--- config.mk ---
export PLATFORM = sky130hd
export DESIGN_NAME = y86_fwd_hazard
export DESIGN_NICKNAME = d
export VERILOG_FILES = /design/src/rtl/y86_hazard_pkg.sv /design/src/rtl/y86_opnd_fwd.sv /design/src/rtl/y86_hazard_ctl.sv /design/src/rtl/y86_fwd_hazard.sv
export SDC_FILE = /design/constraint.sdc
export NUM_CORES = 1
export LEC_CHECK = 0
export BUFFER_PORTS_ARGS = -buffer_cell sky130_fd_sc_hd__buf_2
export CAP_MARGIN = 0
export CELL_PAD_IN_SITES_DETAIL_PLACEMENT = 0
export CELL_PAD_IN_SITES_GLOBAL_PLACEMENT = 2
export CORE_AREA = 2 2 162 164
export DETAILED_ROUTE_END_ITERATION = 8
export DIE_AREA = 0 0 164 166
export PLACE_DENSITY = 0.75
export SETUP_SLACK_MARGIN = 0.2
export SLEW_MARGIN = 0
export SYNTH_ARGS = -nofsm -noshare
export SYNTH_HDL_FRONTEND = slang
export SYNTH_SLANG_ARGS = --single-unit
export TNS_END_PERCENT = 5
--- constraint.sdc ---
create_clock -name vclk -period 1.8
set_clock_uncertainty 0.1 [all_clocks]
set_input_delay 0 -clock vclk [all_inputs]
set_output_delay 0 -clock vclk [all_outputs]
set_load 0.02 [all_outputs]
--- src/rtl/y86_hazard_pkg.sv ---
package y86_hazard_pkg;
   typedef enum logic [3:0] {
      IC_HALT   = 4'h0,
      IC_NOP    = 4'h1,
      IC_RRMOV  = 4'h2,
      IC_IRMOV  = 4'h3,
      IC_RMMOV  = 4'h4,
      IC_MRMOV  = 4'h5,
      IC_ALUOP  = 4'h6,
      IC_JUMP   = 4'h7,
      IC_CALL   = 4'h8,
      IC_RET    = 4'h9,
      IC_PUSH   = 4'hA,
      IC_POP    = 4'hB
   } icode_e;

   localparam int          ICODE_W  = 4;
   localparam int          REGID_W  = 4;
   localparam logic [3:0]  REG_NONE = 4'h8;
   // forwarding ladder, index 0 is searched first
   localparam int          FWD_SRCS = 5;
endpackage

--- src/rtl/y86_opnd_fwd.sv ---
module y86_opnd_fwd
   import y86_hazard_pkg::*;
#(
   parameter int                 WORD_W  = 32,
   parameter int                 REG_W   = REGID_W,
   parameter int                 NSRC    = FWD_SRCS,
   parameter logic [REG_W-1:0]   NONE_ID = REG_NONE
) (
   input  logic [REG_W-1:0]               src,
   input  logic [WORD_W-1:0]              rf_val,
   input  logic [WORD_W-1:0]              pc_val,
   input  logic                           use_pc,
   input  logic [NSRC-1:0][REG_W-1:0]     dst_vec,
   input  logic [NSRC-1:0][WORD_W-1:0]    val_vec,
   output logic [WORD_W-1:0]              out_val
);
   localparam int LAST = NSRC - 1;

   generate
      if (NSRC < 1 || WORD_W < 1 || REG_W < 1) begin : g_bad_cfg
         $error("y86_opnd_fwd: illegal parameter set");
      end
   endgenerate

   logic [NSRC-1:0]   hit;
   logic [WORD_W-1:0] pick;

   generate
      for (genvar g = 0; g < NSRC; g++) begin : g_cmp
         assign hit[g] = (src != NONE_ID) && (dst_vec[g] == src);
      end
   endgenerate

   always_comb begin
      pick = rf_val;
      for (int i = LAST; i >= 0; i--) begin
         if (hit[i]) pick = val_vec[i];
      end
   end

   assign out_val = use_pc ? pc_val : pick;

   always_comb begin
      if (use_pc) begin
         a_r5_pc_select: assert (out_val == pc_val);
      end
      if (!use_pc && src == NONE_ID) begin
         a_r4_none_passes: assert (out_val == rf_val);
      end
      if (!use_pc && hit[0]) begin
         a_r1_newest_wins: assert (out_val == val_vec[0]);
      end
   end
endmodule

--- src/rtl/y86_hazard_ctl.sv ---
module y86_hazard_ctl
   import y86_hazard_pkg::*;
#(
   parameter int               REG_W   = REGID_W,
   parameter logic [REG_W-1:0] NONE_ID = REG_NONE
) (
   input  logic [ICODE_W-1:0] d_icode,
   input  logic [REG_W-1:0]   d_srcA,
   input  logic [REG_W-1:0]   d_srcB,
   input  logic [ICODE_W-1:0] e_icode,
   input  logic [REG_W-1:0]   e_dstM,
   input  logic               e_taken,
   input  logic [ICODE_W-1:0] m_icode,
   output logic               f_stall,
   output logic               d_stall,
   output logic               d_bubble,
   output logic               e_bubble
);
   logic e_is_load, load_use, mispredict, ret_busy;

   assign e_is_load  = (e_icode == IC_MRMOV) || (e_icode == IC_POP);
   assign load_use   = e_is_load && (e_dstM != NONE_ID) &&
                       ((e_dstM == d_srcA) || (e_dstM == d_srcB));
   assign mispredict = (e_icode == IC_JUMP) && !e_taken;
   assign ret_busy   = (d_icode == IC_RET) || (e_icode == IC_RET) ||
                       (m_icode == IC_RET);

   assign d_stall  = load_use;
   assign f_stall  = load_use || ret_busy;
   assign e_bubble = load_use || mispredict;
   assign d_bubble = !load_use && (mispredict || ret_busy);

   always_comb begin
      a_r6_stall_pairs: assert (!d_stall || (e_bubble && f_stall));
      a_r9_no_stall_bubble: assert (!(d_stall && d_bubble));
      if (mispredict) begin
         a_r7_mispredict_flush: assert (e_bubble && d_bubble && !d_stall);
      end
      if (ret_busy) begin
         a_r8_ret_holds_fetch: assert (f_stall);
      end
   end
endmodule

--- src/rtl/y86_fwd_hazard.sv ---
module y86_fwd_hazard
   import y86_hazard_pkg::*;
#(
   parameter int WORD_W = 32
) (
   input  logic [3:0]        d_icode,
   input  logic [3:0]        d_srcA,
   input  logic [3:0]        d_srcB,
   input  logic [WORD_W-1:0] d_rvalA,
   input  logic [WORD_W-1:0] d_rvalB,
   input  logic [WORD_W-1:0] d_valP,
   input  logic [3:0]        e_icode,
   input  logic [3:0]        e_dstE,
   input  logic [WORD_W-1:0] e_valE,
   input  logic [3:0]        e_dstM,
   input  logic              e_taken,
   input  logic [3:0]        m_icode,
   input  logic [3:0]        m_dstE,
   input  logic [WORD_W-1:0] m_valE,
   input  logic [3:0]        m_dstM,
   input  logic [WORD_W-1:0] m_valM,
   input  logic [3:0]        w_dstE,
   input  logic [WORD_W-1:0] w_valE,
   input  logic [3:0]        w_dstM,
   input  logic [WORD_W-1:0] w_valM,
   output logic [WORD_W-1:0] fwd_valA,
   output logic [WORD_W-1:0] fwd_valB,
   output logic              f_stall,
   output logic              d_stall,
   output logic              d_bubble,
   output logic              e_bubble
);
   localparam int NS = FWD_SRCS;

   generate
      if (WORD_W < 8) begin : g_bad_word
         $error("y86_fwd_hazard: WORD_W too small");
      end
   endgenerate

   // priority order: load result ahead of ALU result within a stage
   logic [NS-1:0][REGID_W-1:0] dsts;
   logic [NS-1:0][WORD_W-1:0]  vals;
   logic                       a_takes_pc;

   assign dsts = {w_dstE, w_dstM, m_dstE, m_dstM, e_dstE};
   assign vals = {w_valE, w_valM, m_valE, m_valM, e_valE};

   assign a_takes_pc = (d_icode == IC_CALL) || (d_icode == IC_JUMP);

   y86_opnd_fwd #(.WORD_W(WORD_W), .REG_W(REGID_W), .NSRC(NS), .NONE_ID(REG_NONE))
   u_fwd_a (
      .src(d_srcA), .rf_val(d_rvalA), .pc_val(d_valP), .use_pc(a_takes_pc),
      .dst_vec(dsts), .val_vec(vals), .out_val(fwd_valA)
   );

   y86_opnd_fwd #(.WORD_W(WORD_W), .REG_W(REGID_W), .NSRC(NS), .NONE_ID(REG_NONE))
   u_fwd_b (
      .src(d_srcB), .rf_val(d_rvalB), .pc_val(d_valP), .use_pc(1'b0),
      .dst_vec(dsts), .val_vec(vals), .out_val(fwd_valB)
   );

   y86_hazard_ctl #(.REG_W(REGID_W), .NONE_ID(REG_NONE)) u_ctl (
      .d_icode(d_icode), .d_srcA(d_srcA), .d_srcB(d_srcB),
      .e_icode(e_icode), .e_dstM(e_dstM), .e_taken(e_taken),
      .m_icode(m_icode),
      .f_stall(f_stall), .d_stall(d_stall), .d_bubble(d_bubble),
      .e_bubble(e_bubble)
   );
endmodule

**Word-level counts from Yosys, hierarchy flattened**

Index checks and enable logic that the tools add are counted.

- Output and inout bits: 68
- Register bits after elaboration: 0
- Word-level logic and storage cells: 58

- Eq/ne operators: 23
- Reduce and logical (&&, ||, !) cells: 24
- Mux-type cells: 11

Operators by type and width:

| kind | number |
|---|---|
| $mux W32 | 11 |
| $eq A4 B4 Y1 | 12 |
| $eq A4 B4 Y1 const B | 5 |
| $logic_and A1 B1 Y1 | 14 |
| $eq A4 B3 Y1 const B | 3 |
| $ne A4 B4 Y1 const B | 3 |
| $logic_or A1 B1 Y1 | 8 |
| $logic_not A1 Y1 | 2 |

**Depth between registers and ports, before layout**

Gate-level depths: netlist (run 1).

- Depth after elaboration: 8
- Depth in mapped cells: 9
- Mapped depth without buffers: 6

**Modules after synthesis**

From an unflattened synthesis (run 1), not the netlist that was laid out.

- Cells, all modules: 867
- Area, all modules: 5,429.0 sq um

By module, submodules not included:

| module | sequential area each (sq um) | area an instance (sq um) | instances | cells an instance |
|---|---|---|---|---|
| y86_opnd_fwd | 0.0 | 2,596.2 | 2 | 419 |
| y86_hazard_ctl | 0.0 | 210.2 | 1 | 25 |
| y86_fwd_hazard | 0.0 | 26.3 | 1 | 4 |

**Worst setup path before layout (run 1)**

Ideal clock, no wire load.

- Path kind: in2out
- Start: input d_srcA[0]
- End: output fwd_valA[10]
- Data arrival time: 1.827 ns
- Buffers on the path: 2
- Path slack: -0.127 ns
- Stages on the path: 8
- Required time: 1.700 ns
- Cell sequence: buf_2 > nor2_1 > a211oi_1 > a21oi_1 > o41ai_1 > clkbuf_1 > a221oi_1 > a21oi_1

- Cells in the longest elaborated chain, start to end: 8
- Elaborated cells between the ends (all ways): 17

Ends and longest elaborated chain:

| element | RTL line | source |
|---|---|---|
| start, declared | y86_fwd_hazard.sv:7 | `input logic [3:0] d_srcA,` |
| $ne A4 B4 Y1 / $eq A4 B4 Y1 (equally long branches) | y86_opnd_fwd.sv:30 | `assign hit[g] = (src != NONE_ID) && (dst_vec[g] == src);` |
| $logic_and A1 B1 Y1 | y86_opnd_fwd.sv:30 |  |
| $mux W32 (4 in a row) | y86_opnd_fwd.sv:37 | `if (hit[i]) pick = val_vec[i];` |
| $mux W32 (*) | y86_opnd_fwd.sv:37 |  |
| $mux W32 (*) | y86_opnd_fwd.sv:41 | `assign out_val = use_pc ? pc_val : pick;` |
| end, declared | y86_fwd_hazard.sv:26 | `output logic [WORD_W-1:0] fwd_valA,` |

Every way passes the cells marked *; elsewhere a longest branch is shown, timed or not.

**Final worst setup path (run 1)**

- Start: input d_srcB[0]
- End: output fwd_valB[14]

- Cells in the longest elaborated chain, start to end: 7
- Elaborated cells between the ends (all ways): 16

Ends and longest elaborated chain:

| element | RTL line | source |
|---|---|---|
| start, declared | y86_fwd_hazard.sv:8 | `input logic [3:0] d_srcB,` |
| $ne A4 B4 Y1 / $eq A4 B4 Y1 (equally long branches) | y86_opnd_fwd.sv:30 |  |
| $logic_and A1 B1 Y1 | y86_opnd_fwd.sv:30 |  |
| $mux W32 (4 in a row) | y86_opnd_fwd.sv:37 |  |
| $mux W32 (*) | y86_opnd_fwd.sv:37 |  |
| end, declared | y86_fwd_hazard.sv:27 | `output logic [WORD_W-1:0] fwd_valB,` |

Marked as above.

==> impl_metrics.ini, run 1 <==
[die]
io_pins = 369
start_util = 0.156
coreArea_um2 = 25600
die_area_um2 = 27200
rows = 59
die_w_um = 164
die_h_um = 166

[finish]
fillers = 2789
seq_cells = 0
drive_above_1_share = 0.634
area_growth_pct = 95.1
nets = 1263
clkbuf_count = 0
seq_area_um2 = 0
multi_input_area_um2 = 4130
fin_area_um2 = 7820
stdcell_count = 1298

[power_and_ir_drop]
power_leakage_uw = 0.00336
combPwrFrac = 1.000
p_switching_uw = 1580
ir_drop_uv = 144
switching_share = 0.517
internal_power_uw = 1480
p_seq_frac = 0
p_per_area_nw_per_um2 = 392
power_frac_clock = 0

[worst_setup_path]
path_cells = buf_6 > buf_6 > or3_4 > a2111oi_4 > buf_6 > clkbuf_16 > nand2_4 > o311ai_4 > o221a_2 > buf_6
crit_path_end = fwd_valB[14]
path_common_cell = buf_6
start_kind = input pin
worstPathMaxFanout = 7
cp-end-kind = output pin
crit_slowest_cell = a2111oi_4
path_class = in -> out
critPathArrivalTime_ns = 2.00
crit_required_ns = 1.70
setup.worst_path.start = d_srcB[0]
critPathMaxStageDelay_ns = 0.49

[run]
cap_violations = 0

[sta]
min_period_ns = 2.10
rsz0062_at_grt = true
relSlewSlack = 0.721
tightest_slew_ns = 0.415
fin_ws_ns = -0.303
tns_ns = -15.14
period_share = 1.17
drv_slew = 0
finalSetupViolCount = 64
timing.hold.ws_ns = 0.274
hold_viol = 0
fmax_mhz = 476

[synthesis]
postSynthCellCount = 568
syn_avg_cell_area_um2 = 7.06
synth_seq_area_share = 0
synthesis.nets = 869
syn_area_um2 = 4010
yosysTopAreaCell = mux2_2
synth.distinct_cells = 50
yosys-top-cells-area = mux2_2 9.0%, o221a_2 8.7%, a221oi_1 7.0%
yosysWarnings = 0
netlist.area_leader.share = 0.0899

[drt]
viasPerCell = 5.19
wl_per_cell_um = 22.2
drtIter0Drc = 427
first_pass_iters = 4
drcViolationCount = 0
totalWireLength_mm = 28.8
vias = 6736
ant_nets = 0

[worst_hold_path]
min_path_type = in -> out

[place]
place_hpwl_mm = 22.6
port_buffers = 369
gp_congestion = 0.838
dp_worst_setup_slack_ns = -0.444
place_inst = 1284
dpl_cell_area_um2 = 6940

[status]
violations = negative setup slack
status = finished, violations left

[global_route]
grt_overflow_total = 0
grt_pass1_vias = 6622
grt.total_usage = 0.189
antenna_found_initial = 5
grt_max_degree = 27
grt_pass1_wl_mm = 40.0

[clocking]
cts_hold_buf = 0
-- worst max-delay path: cells and delay by family --
family / cells / cell delay (ns)
simple gates: 2 / 0.45
buf+inv: 5 / 0.75
compound gates: 3 / 0.80
-- cells in the final DEF, fill, tap and decap left out, types with 2 or more instances in the layout --
| master | synthesis | final |
|---|---|---|
| nand4_1 | 3 | 3 |
| or2_2 | 2 | 2 |
| inv_1 | 6 | 6 |
| nor4b_1 | 2 | 2 |
| buf_6 | 5 | 42 |
| o221a_2 | 31 | 31 |
| xor2_2 | 0 | 2 |
| a221oi_2 | 0 | 3 |
| o21ai_0 | 4 | 2 |
| a21boi_0 | 32 | 31 |
| nand2_4 | 0 | 5 |
| nand2_2 | 0 | 17 |
| mux2_2 | 32 | 31 |
| or3_1 | 32 | 32 |
| buf_4 | 1 | 66 |
| a211oi_1 | 33 | 32 |
| a21oi_2 | 0 | 3 |
| nor2_4 | 0 | 3 |
| clkbuf_16 | 0 | 5 |
| a221oi_1 | 32 | 29 |
| o311ai_2 | 0 | 21 |
| nor3_1 | 5 | 4 |
| diode_2 | 0 | 3 |
| buf_12 | 0 | 25 |
| xor2_1 | 28 | 26 |
| nor2_1 | 37 | 33 |
| a21oi_1 | 36 | 33 |
| o22ai_1 | 33 | 32 |
| xnor2_1 | 16 | 16 |
| nor4bb_1 | 3 | 3 |
| o211ai_1 | 31 | 31 |
| nand2_1 | 39 | 17 |
| nor3_4 | 0 | 2 |
| o311ai_4 | 0 | 5 |
| nand3b_1 | 2 | 2 |
| buf_2 | 13 | 325 |
| o311ai_1 | 13 | 6 |
-- cell usage after synthesis, drive strengths merged (2+ instances only) --
cell	n
clkbuf	49
nand2	39
nor2	37
a21oi	36
a211oi	33
o22ai	33
or3	33
a21boi	32
a221oi	32
mux2	32
o221a	32
o311ai	32
o211ai	31
xor2	28
buf	23
xnor2	16
nor3	7
inv	6
o21ai	4
nand4	3
nor4bb	3
a311o	2
a311oi	2
nand3	2
nand3b	2
nor2b	2
nor4b	2
o41ai	2
or2	2
-- routing by layer --
layer / routed length [um] / share of wire / vias to the layer above / GRT usage
met1: 12100 / 0.42 / 3234 / 0.246
li1: - / - / 3116 / -
met5: 32 / 0.0011 / - / 0
met2: 14200 / 0.49 / 341 / 0.341
met4: 461 / 0.016 / 6 / 0.0248
met3: 2000 / 0.069 / 39 / 0.0217
-- kinds of logic (layout without fill, tap and decap cells) --
| logic type | Yosys count | after routing | synth area share |
|---|---|---|---|
| multiplexers | 32 | 32 | 0.0899 |
| buffers and inverters | 78 | 470 | 0.0965 |
| XOR/XNOR | 44 | 44 | 0.0962 |
| AO/OA/AOI/OAI | 275 | 275 | 0.538 |
| other | 0 | 3 | 0 |
| AND/OR/NAND/NOR | 139 | 139 | 0.180 |
-- power groups by stage --
stage	clock, uW	combinational [uW]	sequential, uW
6_report	0.000223	3060	0
5_1_grt	0.000149	3240	0
4_1_cts	0	2840	0
3_5_place_dp	0	2620	0
3_3_place_gp	0	2620	0
2_1_floorplan	0	1400	0
-- cell type report --
| class | count | share of cell area |
|---|---|---|
| timing repair buffer | 464 | 0.414 |
| antenna | 3 | 0.000960 |
| multi-input combinational | 490 | 0.529 |
| inverter | 6 | 0.00288 |
| tap | 335 | 0.0536 |
-- per-stage QoR --
stage                     total power [uW]  utilization
after global routing                  3240        0.305
final                                 3060        0.305
after detailed placement              2620        0.271
after CTS                             2840        0.280
after floorplan                       1400            -
after global placement                2620        0.271
-- worst min path at each step --
| stage | from | end | slack, ns | cells past startpoint |
|---|---|---|---|---|
| final | e_taken | e_bubble | 0.27 | 4 |
| after detailed placement | e_taken | e_bubble | 0.28 | 4 |
| after CTS | e_taken | e_bubble | 0.28 | 4 |
| after global routing | m_valM[26] | fwd_valB[26] | 0.29 | 3 |
| after floorplan | e_icode[0] | d_stall | 0.09 | 2 |
| after global placement | e_taken | e_bubble | 0.29 | 4 |
-- repair_timing --
item,in CTS,in global routing
pin swaps,11,11
gates cloned,0,6
setup buffers,0,5
gates resized for setup,93,96
setup endpoints to repair,64,65
No activity file was read; power rests on OpenSTA's default activity.
==> run 2: changes to the inputs <==
--- a/config.mk
+++ b/config.mk
@@ -13,5 +13,5 @@
 export DETAILED_ROUTE_END_ITERATION = 8
 export DIE_AREA = 0 0 164 166
-export PLACE_DENSITY = 0.75
+export PLACE_DENSITY_LB_ADDON = 0.3
 export SETUP_SLACK_MARGIN = 0.2
 export SLEW_MARGIN = 0
==> constraint.sdc (replaced) <==
create_clock -name vclk -period 1.8
set_clock_uncertainty 0.1 [all_clocks]
set_input_delay 0.18 -clock vclk [all_inputs]
set_output_delay 0.18 -clock vclk [all_outputs]
set_load 0.02 [all_outputs]
==> impl_metrics.ini, run 2 (synthesized netlist as in run 1, its figures left out) <==
[status]
status = finished, violations left
violations = negative setup slack

[worst_setup_path]
cp-end-kind = output pin
crit_required_ns = 1.52
start_kind = input pin
setup.worst_path.start = d_srcA[3]
path_class = in -> out
critPathArrivalTime_ns = 2.12
worstPathMaxFanout = 6

[die]
rows = 59
coreArea_um2 = 25600
start_util = 0.156
die_w_um = 164
io_pins = 369
die_area_um2 = 27200
die_h_um = 166

[finish]
nets = 1274
seq_area_um2 = 0
final_common_cell = buf_2
clkbuf_count = 0
multi_input_area_um2 = 4060
drive_above_1_share = 0.629
final_cell_mix = 325 x buf_2, 69 x buf_4, 40 x buf_6, 34 x a21oi_1, 33 x nor2_1
stdcell_count = 1307
fillers = 2845
seq_cells = 0
area_growth_pct = 98.2

[global_route]
grt_max_degree = 27
grt_pass1_wl_mm = 39.0
antenna_found_initial = 2
grt_overflow_total = 0
grt.total_usage = 0.182
grt_pass1_vias = 6584

[place]
gp_congestion = 0.786
place_hpwl_mm = 21.6
port_buffers = 369
place_inst = 1286

[drt]
vias = 6506
drtIter0Drc = 219
totalWireLength_mm = 27.7
wl_per_cell_um = 21.2
ant_nets = 0
viasPerCell = 4.98
drcViolationCount = 0
first_pass_iters = 4

[power_and_ir_drop]
internal_power_uw = 1480
p_seq_frac = 0
p_switching_uw = 1540
power_frac_clock = 0
switching_share = 0.510
total_power_uw = 3030
p_per_area_nw_per_um2 = 381
ir_drop_uv = 162
combPwrFrac = 1.000
power_leakage_uw = 0.00342

[sta]
fin_ws_ns = -0.597
fmax_mhz = 417
min_period_ns = 2.40
finalSetupViolCount = 65
relSlewSlack = 0.704
period_share = 1.33
drv_slew = 0
timing.hold.ws_ns = 0.635
rsz0062_at_grt = true
tightest_slew_ns = 0.443
hold_viol = 0

[run]
cap_violations = 0

[worst_hold_path]
min_path_type = in -> out
hold_start = m_valM[21]
whs_path_depth = 3

[clocking]
cts_hold_buf = 0
## run 2: final timing paths
check / endpoint / slack [ns]
max: fwd_valA[31] / -0.60
min: fwd_valB[21] / 0.63
## run 2: routing by layer
metal  global-route usage  routed length (um)  vias up
li1                     -                   -     3151
met1                0.232               11700     3087
met2                0.342               14100      254
met3               0.0195                1630       12
met4               0.0118                 176        2
met5                    0                  13        -
## run 2: power by group through the flow
stage               logic (uW)  registers [uW]  clock network, uW
finish                    3030               0          0.0000746
global route              3240               0                  0
CTS                       2870               0                  0
detailed placement        2610               0                  0
global placement          2620               0                  0
floorplan                 1400               0                  0
## run 2: repair_timing
action                     4_1_cts  5_1_grt
gates cloned                     3        6
setup buffers                    1       10
setup endpoints to repair       68       68
pin swaps                       12       24
gates resized for setup        113       74
hold endpoints to repair         0        0
## run 2: through the flow
step	cell area, um2	setup slack (ns)	utilization	setup TNS [ns]
after floorplan	4080	-0.471	-	-23.56
after CTS	7450	-0.631	0.291	-35.03
after detailed placement	6980	-0.712	0.272	-38.89
after global routing	7940	-0.689	0.310	-38.31
final	7940	-0.597	0.310	-33.22
after global placement	6980	-0.696	0.272	-38.62
## run 2: area by class of cell
cell class	instances	share of cell area
inverters	6	0.00284
diodes	1	0.000315
multi-input cells	490	0.512
well taps	335	0.0528
repair buffers	475	0.432
## run 2: worst max-delay path, stage by stage
cell      delay [ns]
buf_8           0.10
xor2_2          0.16
a311oi_2        0.31
buf_4           0.18
nand3_4         0.13
buf_12          0.20
mux2_4          0.29
o211ai_1        0.24
a21oi_1         0.14
buf_4           0.18
